## src/rtl/canf_pkg.sv

```systemverilog
package canf_pkg;
   typedef enum logic [1:0] {
      FLD_ID   = 2'd0,
      FLD_MASK = 2'd1,
      FLD_CTRL = 2'd2
   } cfg_field_e;
endpackage

```

## src/rtl/canf_cfg_bank.sv

```systemverilog
module canf_cfg_bank
   import canf_pkg::*;
#(
   parameter int NMB  = 32,
   parameter int ID_W = 11,
   localparam int IW  = $clog2(NMB)
) (
   input  logic                      clk,
   input  logic                      rst_n,
   input  logic                      we,
   input  logic [1:0]                sel,
   input  logic [IW-1:0]             idx,
   input  logic [ID_W-1:0]           wdata,
   output logic [NMB-1:0][ID_W-1:0]  mb_id,
   output logic [NMB-1:0][ID_W-1:0]  mb_msk,
   output logic [NMB-1:0]            mb_en,
   output logic [NMB-1:0]            mb_rtr
);
   for (genvar i = 0; i < NMB; i++) begin : g_mb
      always_ff @(posedge clk or negedge rst_n) begin
         if (!rst_n) begin
            mb_id[i]  <= '0;
            mb_msk[i] <= '0;
            mb_en[i]  <= 1'b0;
            mb_rtr[i] <= 1'b0;
         end else if (we && idx == IW'(i)) begin
            case (cfg_field_e'(sel))
               FLD_ID:   mb_id[i]  <= wdata;
               FLD_MASK: mb_msk[i] <= wdata;
               FLD_CTRL: begin
                  mb_en[i]  <= wdata[0];
                  mb_rtr[i] <= wdata[1];
               end
               default: ;
            endcase
         end
      end
   end
endmodule

```

## src/rtl/canf_scan.sv

```systemverilog
module canf_scan #(
   parameter int NMB  = 32,
   parameter int ID_W = 11,
   localparam int IW  = $clog2(NMB),
   localparam int CW  = $clog2(NMB + 2)
) (
   input  logic                      clk,
   input  logic                      rst_n,
   input  logic                      start,
   input  logic [ID_W-1:0]           id_in,
   input  logic                      remote_in,
   input  logic [NMB-1:0][ID_W-1:0]  mb_id,
   input  logic [NMB-1:0][ID_W-1:0]  mb_msk,
   input  logic [NMB-1:0]            mb_en,
   input  logic [NMB-1:0]            mb_rtr,
   output logic                      busy,
   output logic                      store_vld,
   output logic [IW-1:0]             store_idx
);
   logic [IW-1:0]   cur;
   logic [ID_W-1:0] lat_id;
   logic            lat_rem;
   logic            hit;

   always_comb begin
      hit = mb_en[cur] && (mb_rtr[cur] == lat_rem) &&
            (((lat_id ^ mb_id[cur]) & ~mb_msk[cur]) == '0);
   end

   always_ff @(posedge clk or negedge rst_n) begin
      if (!rst_n) begin
         busy      <= 1'b0;
         store_vld <= 1'b0;
         store_idx <= '0;
         cur       <= '0;
         lat_id    <= '0;
         lat_rem   <= 1'b0;
      end else begin
         store_vld <= 1'b0;
         if (!busy) begin
            if (start) begin
               busy    <= 1'b1;
               cur     <= IW'(NMB - 1);
               lat_id  <= id_in;
               lat_rem <= remote_in;
            end
         end else if (hit) begin
            store_vld <= 1'b1;
            store_idx <= cur;
            busy      <= 1'b0;
         end else if (cur == '0) begin
            busy <= 1'b0;
         end else begin
            cur <= cur - 1'b1;
         end
      end
   end

   // search length watch
   logic [CW-1:0] scan_len;
   always_ff @(posedge clk or negedge rst_n) begin
      if (!rst_n)    scan_len <= '0;
      else if (busy) scan_len <= scan_len + 1'b1;
      else            scan_len <= '0;
   end

   p_scan_bound_r6: assert property (@(posedge clk) disable iff (!rst_n)
      scan_len <= CW'(NMB));
   p_store_from_search_r3: assert property (@(posedge clk) disable iff (!rst_n)
      $rose(store_vld) |-> $fell(busy));
endmodule

```

## src/rtl/canf_flags.sv

```systemverilog
module canf_flags #(
   parameter int NMB = 32,
   localparam int IW = $clog2(NMB)
) (
   input  logic           clk,
   input  logic           rst_n,
   input  logic           store_vld,
   input  logic [IW-1:0]  store_idx,
   input  logic           clr_we,
   input  logic [NMB-1:0] clr_bits,
   input  logic           ie_we,
   input  logic [NMB-1:0] ie_wdata,
   input  logic           gie_we,
   input  logic           gie_wdata,
   output logic [NMB-1:0] done,
   output logic           irq
);
   logic [NMB-1:0] ie;
   logic           gie;
   logic [NMB-1:0] set_vec;
   logic [NMB-1:0] clr_vec;

   always_comb begin
      set_vec = '0;
      if (store_vld) set_vec[store_idx] = 1'b1;
      clr_vec = clr_we ? clr_bits : '0;
   end

   always_ff @(posedge clk or negedge rst_n) begin
      if (!rst_n) begin
         done <= '0;
         ie   <= '0;
         gie  <= 1'b0;
      end else begin
         done <= (done & ~clr_vec) | set_vec;
         if (ie_we)  ie  <= ie_wdata;
         if (gie_we) gie <= gie_wdata;
      end
   end

   assign irq = gie && ((done & ie) != '0);

   p_done_set_r7: assert property (@(posedge clk) disable iff (!rst_n)
      store_vld |=> done[$past(store_idx)]);
   p_irq_follows_store_r8: assert property (@(posedge clk) disable iff (!rst_n)
      (store_vld && gie && ie[store_idx] && !gie_we && !ie_we) |=> irq);
endmodule

```

## src/rtl/rx_accept_filter.sv

```systemverilog
module rx_accept_filter #(
   parameter int NMB  = 32,
   parameter int ID_W = 11,
   localparam int IW  = $clog2(NMB)
) (
   input  logic            clk,
   input  logic            rst_n,
   input  logic            cfg_we,
   input  logic [1:0]      cfg_sel,
   input  logic [IW-1:0]   cfg_idx,
   input  logic [ID_W-1:0] cfg_wdata,
   input  logic            irq_mb_we,
   input  logic [NMB-1:0]  irq_mb_wdata,
   input  logic            irq_gen_we,
   input  logic            irq_gen_wdata,
   input  logic            done_clr_we,
   input  logic [NMB-1:0]  done_clr,
   input  logic [ID_W-1:0] frm_id,
   input  logic            frm_remote,
   input  logic            crc_ok,
   output logic            ack,
   output logic            busy,
   output logic            store_vld,
   output logic [IW-1:0]   store_idx,
   output logic [NMB-1:0]  rx_done,
   output logic            rx_irq
);
   if (NMB < 2) begin : g_bad_nmb
      $error("rx_accept_filter: NMB must be at least 2");
   end
   if (ID_W < 1) begin : g_bad_idw
      $error("rx_accept_filter: ID_W must be positive");
   end

   logic [NMB-1:0][ID_W-1:0] mb_id;
   logic [NMB-1:0][ID_W-1:0] mb_msk;
   logic [NMB-1:0]           mb_en;
   logic [NMB-1:0]           mb_rtr;

   canf_cfg_bank #(.NMB(NMB), .ID_W(ID_W)) u_cfg (
      .clk(clk), .rst_n(rst_n), .we(cfg_we), .sel(cfg_sel), .idx(cfg_idx),
      .wdata(cfg_wdata), .mb_id(mb_id), .mb_msk(mb_msk), .mb_en(mb_en),
      .mb_rtr(mb_rtr)
   );

   canf_scan #(.NMB(NMB), .ID_W(ID_W)) u_scan (
      .clk(clk), .rst_n(rst_n), .start(crc_ok), .id_in(frm_id),
      .remote_in(frm_remote), .mb_id(mb_id), .mb_msk(mb_msk), .mb_en(mb_en),
      .mb_rtr(mb_rtr), .busy(busy), .store_vld(store_vld),
      .store_idx(store_idx)
   );

   canf_flags #(.NMB(NMB)) u_flags (
      .clk(clk), .rst_n(rst_n), .store_vld(store_vld), .store_idx(store_idx),
      .clr_we(done_clr_we), .clr_bits(done_clr), .ie_we(irq_mb_we),
      .ie_wdata(irq_mb_wdata), .gie_we(irq_gen_we), .gie_wdata(irq_gen_wdata),
      .done(rx_done), .irq(rx_irq)
   );

   always_ff @(posedge clk or negedge rst_n) begin
      if (!rst_n) ack <= 1'b0;
      else        ack <= crc_ok;
   end

   p_start_busy_r6: assert property (@(posedge clk) disable iff (!rst_n)
      (crc_ok && !busy) |=> busy);
endmodule

```

## config.mk

```make
export PLATFORM = sky130hd
export DESIGN_NAME = rx_accept_filter
export DESIGN_NICKNAME = d
export VERILOG_FILES = /design/src/rtl/canf_pkg.sv /design/src/rtl/canf_cfg_bank.sv /design/src/rtl/canf_scan.sv /design/src/rtl/canf_flags.sv /design/src/rtl/rx_accept_filter.sv
export SDC_FILE = /design/constraint.sdc
export NUM_CORES = 1
export LEC_CHECK = 0
export BUFFER_PORTS_ARGS = -buffer_cell sky130_fd_sc_hd__buf_2
export CAP_MARGIN = 20
export CELL_PAD_IN_SITES_DETAIL_PLACEMENT = 0
export CELL_PAD_IN_SITES_GLOBAL_PLACEMENT = 1
export CORE_AREA = 2 2 277 279
export DETAILED_ROUTE_END_ITERATION = 8
export DIE_AREA = 0 0 279 281
export PLACE_DENSITY_LB_ADDON = 0.1
export SKIP_LAST_GASP = 1
export SLEW_MARGIN = 10
export SYNTH_ARGS = -nofsm -noshare
export SYNTH_HDL_FRONTEND = slang
export SYNTH_HIERARCHICAL = 1
export SYNTH_SLANG_ARGS = --single-unit
```

## constraint.sdc

```tcl
create_clock -name clk -period 3.6 [get_ports clk]
set_input_delay 0.72 -clock clk [delete_from_list [all_inputs] [get_ports clk]]
set_output_delay 0.72 -clock clk [all_outputs]
set_load 0.02 [all_outputs]
```

==> impl_metrics.tcl, run 1 <==
set metrics [dict create \
    setup_ws_ns 0.0625 \
    r2r_setup_slack_ns 0.06 \
    synth_edf_count 0 \
    ys_top_cells_by_area "dfrtp_1, mux2_2, mux4_2" \
    startpoint_type "flop" \
    synth_top_family_by_area "multiplexers" \
    ant_nets 0 \
    setup_viol 0 \
    slowest_stage "mux4_2" \
    route.detailed.drc 0 \
    finalPower_uw 28800 \
    p_leak_uw 0.0218 \
    path_cells "buf_12, buf_4, mux4_2, mux4_2, xnor2_4, o22ai_2, a211o_1, o32ai_4, and2_1, nand2_2, mux2_1" \
    fp-row-count 101 \
    clock_skew_ns 0.0174 \
    dp_slack_ns -0.0938 \
    vias 24000 \
    ioPinCount 143 \
    worstSetupPathType "flop to flop" \
    syn_inst 2696 \
    reg2reg_depth 11 \
    drtIter0Drc 1776 \
    syn2layout_area_growth_pct 13.9 \
    ys_warn_count 6 \
    cts_hold_buf 0 \
    max_freq_ghz 0.283 \
    period_needed_ns 3.54 \
    r2r-start "u_scan/cur[1]" \
    synth_area_per_cell_um2 14.7 \
    drive_gt1_share_pct 44.7 \
    fin_crit_sh_pct 98.3 \
    crit-reg2reg-capture "u_scan/store_idx[1]" \
    status "finished clean" \
    gr-usage-all-layers_pct 28.1 \
    grt_pass1_wl_mm 164 \
    synth_area_um2 39600 \
    start_util_pct 52.5 \
    muxShareOfSynthArea_pct 34.9 \
    grt_pass1_vias 25300 \
    cts_max_level 3 \
    cts-root-buf "clkbuf_16" \
    globalplace.congestion 0.881 \
    grt_max_degree 97 \
    cpPeakStageDelay_ns 0.54 \
    cts_tree "built" \
    hp-class "primary input to async pin" \
    cp.arrival_ns 4.05 \
    dieArea_um2 78400 \
    relSlewSlack_pct 25.4 \
    layout_commonest_cell "dfrtp_1" \
    tightest_slew_ns 1.12 \
    synthFlopType "dfrtp_1" \
    async_flop_share_pct 100 \
    synth_compound_area_share_pct 2.79 \
    fin_tns_setup_ns 0 \
    fin_nets 2935 \
    die_h_um 281 \
    fillers 5852 \
    final_cell_mix "dfrtp_1, mux2_2, nand2_1, mux4_2, mux2_1" \
    clock_path_buffers 3 \
    wire_per_inst_um 27.8 \
    finalMaxSlewViolations 0 \
    cpMostUsedCell "mux4_2" \
    ys_ff_latch 858 \
    worstPathRequired_ns 4.11 \
    cts.sinks 858 \
    cap_viol_max_count 0 \
    endpoint_kind "flop" \
    post-dp-hpwl_mm 71.4 \
    synth-adder-area-share_pct 0.0631 \
    crit_start "u_scan/cur[1]" \
    antenna_found_initial 2 \
    synth_top_cell_by_area "dfrtp_1" \
    hold_viol_final 0 \
    yosys.area_share.simple_pct 4.59 \
    port-buffer-count 142 \
    synth_top_area_share_pct 54.2 \
    synth_fp_nets 2800 \
    cts_buffers 91 \
    p_per_area_nw_per_um2 638 \
    viasPerCell 6.19 \
    clk_pin_slew_ns 0.06 \
    overflow 0 \
    die_w_um 279 \
    yosysUniqueCellTypes 75 \
    synthXorXnorAreaFrac_pct 0.508 \
    drt-total-wl_mm 108 \
    ys_seq_area_share_pct 54.2 \
    core_area_um2 75400 \
    clkLatencyLatePin_ns 0.65 \
    peakVddDrop_mv 0.393 \
    worstPathMaxFanout 6 \
    dr.pass1.iters 5 \
]
## cells by family after synthesis
logic type      count (synthesis)
xor+xnor                       23
simple gates                  358
fa+ha+maj                       2
buf+inv                       252
flops                         858
mux                          1056
compound gates                147
## cells in the mapped netlist (all sizes together) (11+ instances only)
master and number:
dfrtp 858, mux2 808, nand2 200, mux4 179, buf 141, clkbuf 102, mux2i 69, a22oi 54
nor2 37, nor2b 23, o21ai 22, nand3 20, a22o 17, xnor2 14, a21oi 11
## repair_timing
action	in CTS	in global routing
endpoints found under the setup margin	7	11
resized for setup	3	9
cloned	0	1
pin swaps	1	1
setup buffers	2	9
## power breakdown
part | internal (uW) | leakage [uW] | switching [uW] | total (uW)
Sequential | 10500 | 0.0116 | 712 | 11200
Clock | 5840 | 0.00153 | 3860 | 9700
Combinational | 3600 | 0.00865 | 4290 | 7890
Total | 19900 | 0.0218 | 8860 | 28800
## worst max-delay path by stage
stage	to	slack, ns	cells after the start
finish	u_scan/store_idx[1]	0.06	11
global route	u_scan/store_idx[3]	-0.01	11
CTS	u_scan/store_idx[1]	0.02	11
detailed placement	u_scan/store_idx[1]	-0.09	9
global placement	u_scan/store_idx[4]	-0.06	9
floorplan	u_scan/store_idx[2]	0.52	11
## stage by stage
step / hold slack, ns / utilization, % / instance area [um^2] / cells
global placement: 0.465 / 55.4 / 41800 / 3702
detailed placement: 0.475 / 55.4 / 41800 / 3702
finish: 0.106 / 59.9 / 45200 / 3886
CTS: 0.142 / 59.5 / 44900 / 3872
floorplan: 0.424 / - / 39600 / 2696
global route: 0.149 / 59.8 / 45100 / 3884
## critical path, delay by kind of cell, from the launching register on
| family | cells | cell delay, ns |
|---|---|---|
| flip-flops | 1 | 0.51 |
| AND/OR/NAND/NOR | 2 | 0.31 |
| XOR/XNOR | 1 | 0.22 |
| buffers and inverters | 2 | 0.28 |
| AO/OA/AOI/OAI | 3 | 0.75 |
| multiplexers | 3 | 1.31 |
## layer usage
layer  global-route usage [%]  vias to the layer above  part of all wire (%)
met5                        0                        -                     0
met4                     7.29                        0                   2.5
met3                     4.06                      161                   4.9
met2                     45.2                      699                    48
met1                     40.4                    13000                    45
li1                         -                    10200                     -
## area by class of cell
class,count,area [um^2],share of cell area (%)
Antenna cell,2,5.00,0.0111
Clock buffer,142,2760,6.12
Clock inverter,26,340,0.754
Inverter,9,33.8,0.0748
Multi-Input combinational cell,1586,17100,37.8
Sequential cell,858,21500,47.6
Tap cell,978,1220,2.71
Timing Repair Buffer,285,2240,4.97
## flip-flops by register name (all words and copies together) (netlist names)
signal,count
u_cfg/mb_id,352
u_cfg/mb_msk,352
u_cfg/mb_en,32
u_cfg/mb_rtr,32
u_flags/done,32
u_flags/ie,32
u_scan/lat_id,11
u_scan/cur,5
u_scan/store_idx,5
ack,1
u_flags/gie,1
u_scan/busy,1
u_scan/lat_rem,1
u_scan/store_vld,1
Power figures use the tool's default switching activity.
==> run 2: changes to the inputs <==
--- a/config.mk
+++ b/config.mk
@@ -9,9 +9,10 @@
 export CAP_MARGIN = 20
 export CELL_PAD_IN_SITES_DETAIL_PLACEMENT = 0
 export CELL_PAD_IN_SITES_GLOBAL_PLACEMENT = 1
-export CORE_AREA = 2 2 277 279
+export CORE_AREA = 2 2 272 274
+export CTS_BUF_LIST = sky130_fd_sc_hd__clkbuf_4
 export DETAILED_ROUTE_END_ITERATION = 8
-export DIE_AREA = 0 0 279 281
+export DIE_AREA = 0 0 274 276
 export PLACE_DENSITY_LB_ADDON = 0.1
 export SKIP_LAST_GASP = 1
 export SLEW_MARGIN = 10
==> constraint.sdc (replaced) <==
create_clock -name clk -period 3.6 [get_ports clk]
set_input_delay 0 -clock clk [delete_from_list [all_inputs] [get_ports clk]]
set_output_delay 0 -clock clk [all_outputs]
set_load 0.02 [all_outputs]
==> impl_metrics.tcl, run 2 (synthesis results as in run 1) <==
set metrics [dict create \
    status "finished clean" \
    peakVddDrop_mv 0.456 \
    endpoint_kind "flop" \
    switching_power_uw 8990 \
    worstPathMaxFanout 31 \
    viasPerCell 6.09 \
    gr-usage-all-layers_pct 31.4 \
    cts_max_level 4 \
    die_w_um 274 \
    finalMaxSlewViolations 0 \
    dr.pass1.iters 5 \
    fillers 5239 \
    cp.arrival_ns 4.46 \
    overflow 0 \
    syn2layout_area_growth_pct 20.1 \
    cts-root-buf "clkbuf_4" \
    vias 26600 \
    path_cells "buf_12, buf_12, mux4_2, a22oi_1, nand2_1, xnor2_1, a21oi_1, o32ai_4, and2_1, nand2_2, mux2_1" \
    p_clk_share_pct 29.6 \
    grt_pass1_wl_mm 178 \
    switching_share_pct 32.7 \
    ant_nets 0 \
    grt_pass1_vias 28600 \
    slowest_stage "mux4_2" \
    relSlewSlack_pct 31.7 \
    clk_pin_slew_ns 0.06 \
    power_frac_seq_pct 40.5 \
    cts_tree "built" \
    period_needed_ns 3.54 \
    drive_gt1_share_pct 43.5 \
    hold_depth 3 \
    grt_max_degree 143 \
    rsz0062_at_grt "false" \
    reg2reg_depth 11 \
    clock_path_buffers 3 \
    post-dp-hpwl_mm 70.5 \
    clock_skew_ns 0.0615 \
    p_leak_uw 0.0230 \
    worstSetupPathType "flop to flop" \
    fin_crit_sh_pct 98.4 \
    ioPinCount 143 \
    cts.sinks 858 \
    globalplace.congestion 0.855 \
    p_per_area_nw_per_um2 578 \
    cpPeakStageDelay_ns 0.55 \
    start_util_pct 54.6 \
    die_h_um 276 \
    setup_viol 0 \
    drt-total-wl_mm 117 \
    dieArea_um2 75600 \
    wire_per_inst_um 26.7 \
    finalPower_uw 27500 \
    core_area_um2 72600 \
    fin_nets 3352 \
    cpMostUsedCell "buf_12" \
    tightest_slew_ns 1.02 \
    max_freq_ghz 0.282 \
    cts_buffers 220 \
    final_cell_mix "dfrtp_1, mux2_2, clkbuf_4, dlygate4sd3_1, nand2_1" \
    hold_viol_final 0 \
    hp-class "primary input to flop" \
    top_regs "u_cfg/mb_id (352), u_cfg/mb_msk (352)" \
    antenna_found_initial 3 \
    port-buffer-count 142 \
    startpoint_type "flop" \
    clkLatencyLatePin_ns 1.06 \
    pwr-share-comb_pct 29.9 \
    fp-row-count 99 \
    cap_viol_max_count 0 \
    layout_commonest_cell "dfrtp_1" \
    route.detailed.drc 0 \
    worstPathRequired_ns 4.51 \
    drtIter0Drc 1958 \
    final_util_pct 65.6 \
    intPower_uw 18500 \
]
[run 2: worst max-delay path, delay by kind of cell, from the launching register on]
| kind | cells | cell delay [ns] |
|---|---|---|
| XOR/XNOR | 1 | 0.37 |
| AO/OA/AOI/OAI | 3 | 0.74 |
| flip-flops | 1 | 0.49 |
| buffers and inverters | 2 | 0.48 |
| AND/OR/NAND/NOR | 3 | 0.42 |
| multiplexers | 2 | 0.92 |
[run 2: final timing paths]
| path | start | endpoint | slack [ns] |
|---|---|---|---|
| max reg2reg | u_scan/cur[1] | u_scan/store_idx[4] | 0.06 |
| min in group asynchronous | rst_n | u_cfg/mb_id[42] | 0.21 |
| max in group asynchronous | rst_n | u_cfg/mb_msk[311] | 2.62 |
| min reg2reg | u_cfg/mb_msk[295] | u_cfg/mb_msk[295] | 0.48 |
| min | cfg_wdata[10] | u_cfg/mb_msk[65] | 0.15 |
| max | u_scan/cur[1] | u_scan/store_idx[4] | 0.06 |
[run 2: cell type report]
class / instances / area, um^2 / share of cell area [%]
flip-flops and latches: 858 / 21500 / 45.1
diodes: 2 / 5.00 / 0.0105
multi-input cells: 1586 / 17100 / 35.9
clock inverters: 49 / 234 / 0.492
well taps: 959 / 1200 / 2.52
inverters: 9 / 33.8 / 0.0710
repair buffers: 573 / 5100 / 10.7
clock buffers: 327 / 2450 / 5.16
[run 2: power groups by stage]
| stage | Clock (uW) | Combinational (uW) | Sequential, uW |
|---|---|---|---|
| CTS | 8300 | 7970 | 11100 |
| global route | 8940 | 8650 | 11200 |
| floorplan | 0 | 5020 | 11000 |
| detailed placement | 0 | 7610 | 11300 |
| finish | 8140 | 8220 | 11200 |
| global placement | 0 | 7540 | 11200 |
[run 2: repair_timing]
item | 4_1_cts | 5_1_grt
hold buffers | 306 | 0
pin swaps | 0 | 2
gates resized for setup | 1 | 8
gates cloned | 0 | 2
hold endpoints to repair | 1674 | 0
buffers inserted | 0 | 1
endpoints found under the setup margin | 5 | 10
[run 2: stage by stage]
stage | hold slack, ns | setup slack, ns | instances | setup TNS (ns) | area (um^2)
after floorplan | -0.296 | 0.518 | 2696 | 0 | 39600
after global placement | 0.0570 | -0.00477 | 3675 | -0.0191 | 41700
after detailed placement | 0.0654 | -0.0751 | 3675 | -0.294 | 41700
after CTS | 0.0173 | 0.0258 | 4357 | 0 | 47400
after global routing | 0.0926 | 0.00251 | 4362 | 0 | 47600
final | 0.146 | 0.0560 | 4363 | 0 | 47600
[run 2: routing by layer]
| metal | global-route usage, % | part of all wire (%) | vias to the layer above | wire (um) |
|---|---|---|---|---|
| li1 | - | - | 11100 | - |
| met1 | 42.0 | 41 | 14100 | 48000 |
| met2 | 51.0 | 49 | 1043 | 57300 |
| met3 | 6.28 | 6.4 | 243 | 7450 |
| met4 | 11.7 | 3.2 | 0 | 3730 |
| met5 | 0 | 0 | - | 0 |
==> run 3: changes to the inputs <==
--- a/config.mk
+++ b/config.mk
@@ -9,10 +9,10 @@
 export CAP_MARGIN = 20
 export CELL_PAD_IN_SITES_DETAIL_PLACEMENT = 0
 export CELL_PAD_IN_SITES_GLOBAL_PLACEMENT = 1
-export CORE_AREA = 2 2 272 274
+export CORE_AREA = 2 2 314 316
 export CTS_BUF_LIST = sky130_fd_sc_hd__clkbuf_4
 export DETAILED_ROUTE_END_ITERATION = 8
-export DIE_AREA = 0 0 274 276
+export DIE_AREA = 0 0 316 318
 export PLACE_DENSITY_LB_ADDON = 0.1
 export SKIP_LAST_GASP = 1
 export SLEW_MARGIN = 10
==> impl_metrics.tcl, run 3 (synthesis results as in run 1) <==
set metrics [dict create \
    r2r_setup_slack_ns 0.01 \
    clock_skew_ns 0.0583 \
    overflow 0 \
    p_leak_uw 0.0236 \
    cts.sinks 858 \
    drive_gt1_share_pct 45.6 \
    worstPathRequired_ns 4.59 \
    port-buffer-count 142 \
    cp-endpoint "u_scan/store_idx[1]" \
    period_needed_ns 3.59 \
    wire_per_inst_um 26.1 \
    tightest_slew_ns 1.10 \
    finalInstanceArea_um2 49100 \
    syn2layout_area_growth_pct 23.8 \
    antenna_found_initial 10 \
    rsz0062_at_grt "true" \
    finalMaxSlewViolations 0 \
    fin_crit_sh_pct 99.6 \
    gr-usage-all-layers_pct 25.4 \
    hold_depth 3 \
    slowest_stage "dfrtp_4" \
    multi_input_comb_area_um2 17100 \
    p_per_area_nw_per_um2 595 \
    hp-class "primary input to flop" \
    r2r-start "u_scan/cur[1]" \
    setup_viol 0 \
    cts_buffers 235 \
    crit-reg2reg-capture "u_scan/store_idx[1]" \
    grt_max_degree 105 \
    drtIter0Drc 1927 \
    cts_tree "built" \
    path_cells "buf_12, buf_16, mux4_2, nor2_2, a21oi_1, a311oi_2, buf_4, xor2_2, o2111ai_2, a2111oi_4, nand2_4, mux2_1" \
    dp_cells 4058 \
    fin_tns_setup_ns 0 \
    globalplace.congestion 0.830 \
    layout_commonest_cell "dfrtp_1" \
    cpPeakStageDelay_ns 0.53 \
    clock_path_buffers 3 \
    relSlewSlack_pct 26.9 \
    start_util_pct 40.7 \
    endpoint_kind "flop" \
    max_freq_ghz 0.279 \
    hold_viol_final 0 \
    worstSetupPathType "flop to flop" \
    fin_cells 4816 \
    die_w_um 316 \
    top_regs "u_cfg/mb_id (352), u_cfg/mb_msk (352)" \
    startpoint_type "flop" \
    placed_area_um2 42600 \
    clkLatencyLatePin_ns 1.14 \
    dieArea_um2 100000 \
    drt-total-wl_mm 126 \
    ff_latch_area_um2 21500 \
    cts_max_level 4 \
    ioPinCount 143 \
    grt_pass1_wl_mm 188 \
    reg2reg_depth 12 \
    dr.pass1.iters 5 \
    core_area_um2 97400 \
    viasPerCell 5.49 \
    cap_viol_max_count 0 \
    post-dp-hpwl_mm 80.1 \
    ant_nets 0 \
    cts-root-buf "clkbuf_4" \
    crit_start "u_scan/cur[1]" \
    status "finished clean" \
    fp-row-count 115 \
    vias 26400 \
    final_cell_mix "dfrtp_1, mux2_2, clkbuf_4, dlygate4sd3_1, nand2_1" \
    worstHoldStart "cfg_wdata[4]" \
    clk_pin_slew_ns 0.06 \
    route.detailed.drc 0 \
    grt_pass1_vias 28300 \
    cp.arrival_ns 4.58 \
    fillers 8449 \
    worstPathMaxFanout 10 \
    fin_nets 3437 \
    die_h_um 318 \
    peakVddDrop_mv 0.327 \
]
[run 3: what timing repair did]
action                                  4_1_cts  5_1_grt
buffers inserted                              0       22
gates cloned                                  0        3
resized for setup                             1       20
endpoints found under the setup margin        6       11
hold buffers                                300        0
endpoints found under the hold margin      1710        0
pin swaps                                     0        5
[run 3: how the worst min path moves through the flow]
| stage | endpoint | slack, ns |
|---|---|---|
| after floorplan | ack | -0.30 |
| after global placement | u_cfg/mb_msk[93] | 0.16 |
| after detailed placement | u_cfg/mb_msk[93] | 0.18 |
| after CTS | u_cfg/mb_msk[48] | 0.002 |
| after global routing | u_cfg/mb_msk[48] | 0.06 |
| final | u_cfg/mb_msk[136] | 0.15 |
[run 3: layout make-up]
cell class	instances	area share (%)
Sequential cell	858	43.8
Multi-Input combinational cell	1586	34.9
Timing Repair Buffer	643	11.6
Clock buffer	360	5.51
Tap cell	1287	3.28
Clock inverter	61	0.793
Inverter	9	0.0688
Antenna cell	12	0.0612
[run 3: power by group]
part           switching (uW)  total [uW]  leakage (uW)  internal, uW
combinational            4670        8970        0.0102          4300
clock                    4210        9030       0.00183          4820
sequential                709       11200        0.0116         10500
[run 3: metal layers]
layer | part of all wire, % | vias to the layer above | global-route usage, %
met5 | 0.027 | - | 0
met4 | 3.3 | 4 | 9.27
met3 | 6.0 | 247 | 6.08
met2 | 47 | 814 | 39.8
met1 | 43 | 14000 | 34.4
li1 | - | 11400 | -
[run 3: per-stage QoR]
step / power [uW] / util [%] / hold WS (ns) / worst slack (ns)
5_1_grt: 30800 / 50.4 / 0.0649 / -0.0378
6_report: 29200 / 50.4 / 0.153 / 0.0132
3_5_place_dp: 19600 / 43.7 / 0.178 / -0.138
4_1_cts: 29100 / 50.0 / 0.00173 / 0.00377
2_1_floorplan: 16000 / - / -0.296 / 0.518
3_3_place_gp: 19600 / 43.7 / 0.164 / -0.147
[run 3: worst max-delay path: cells and delay by family, from the launching register on]
kind	cells	cell delay (ns)
and+or+nand+nor	2	0.28
buffers and inverters	3	0.51
xor gates and xnor gates	1	0.14
muxes	2	0.87
DFF	1	0.53
AOI/OAI and AO/OA	4	1.14
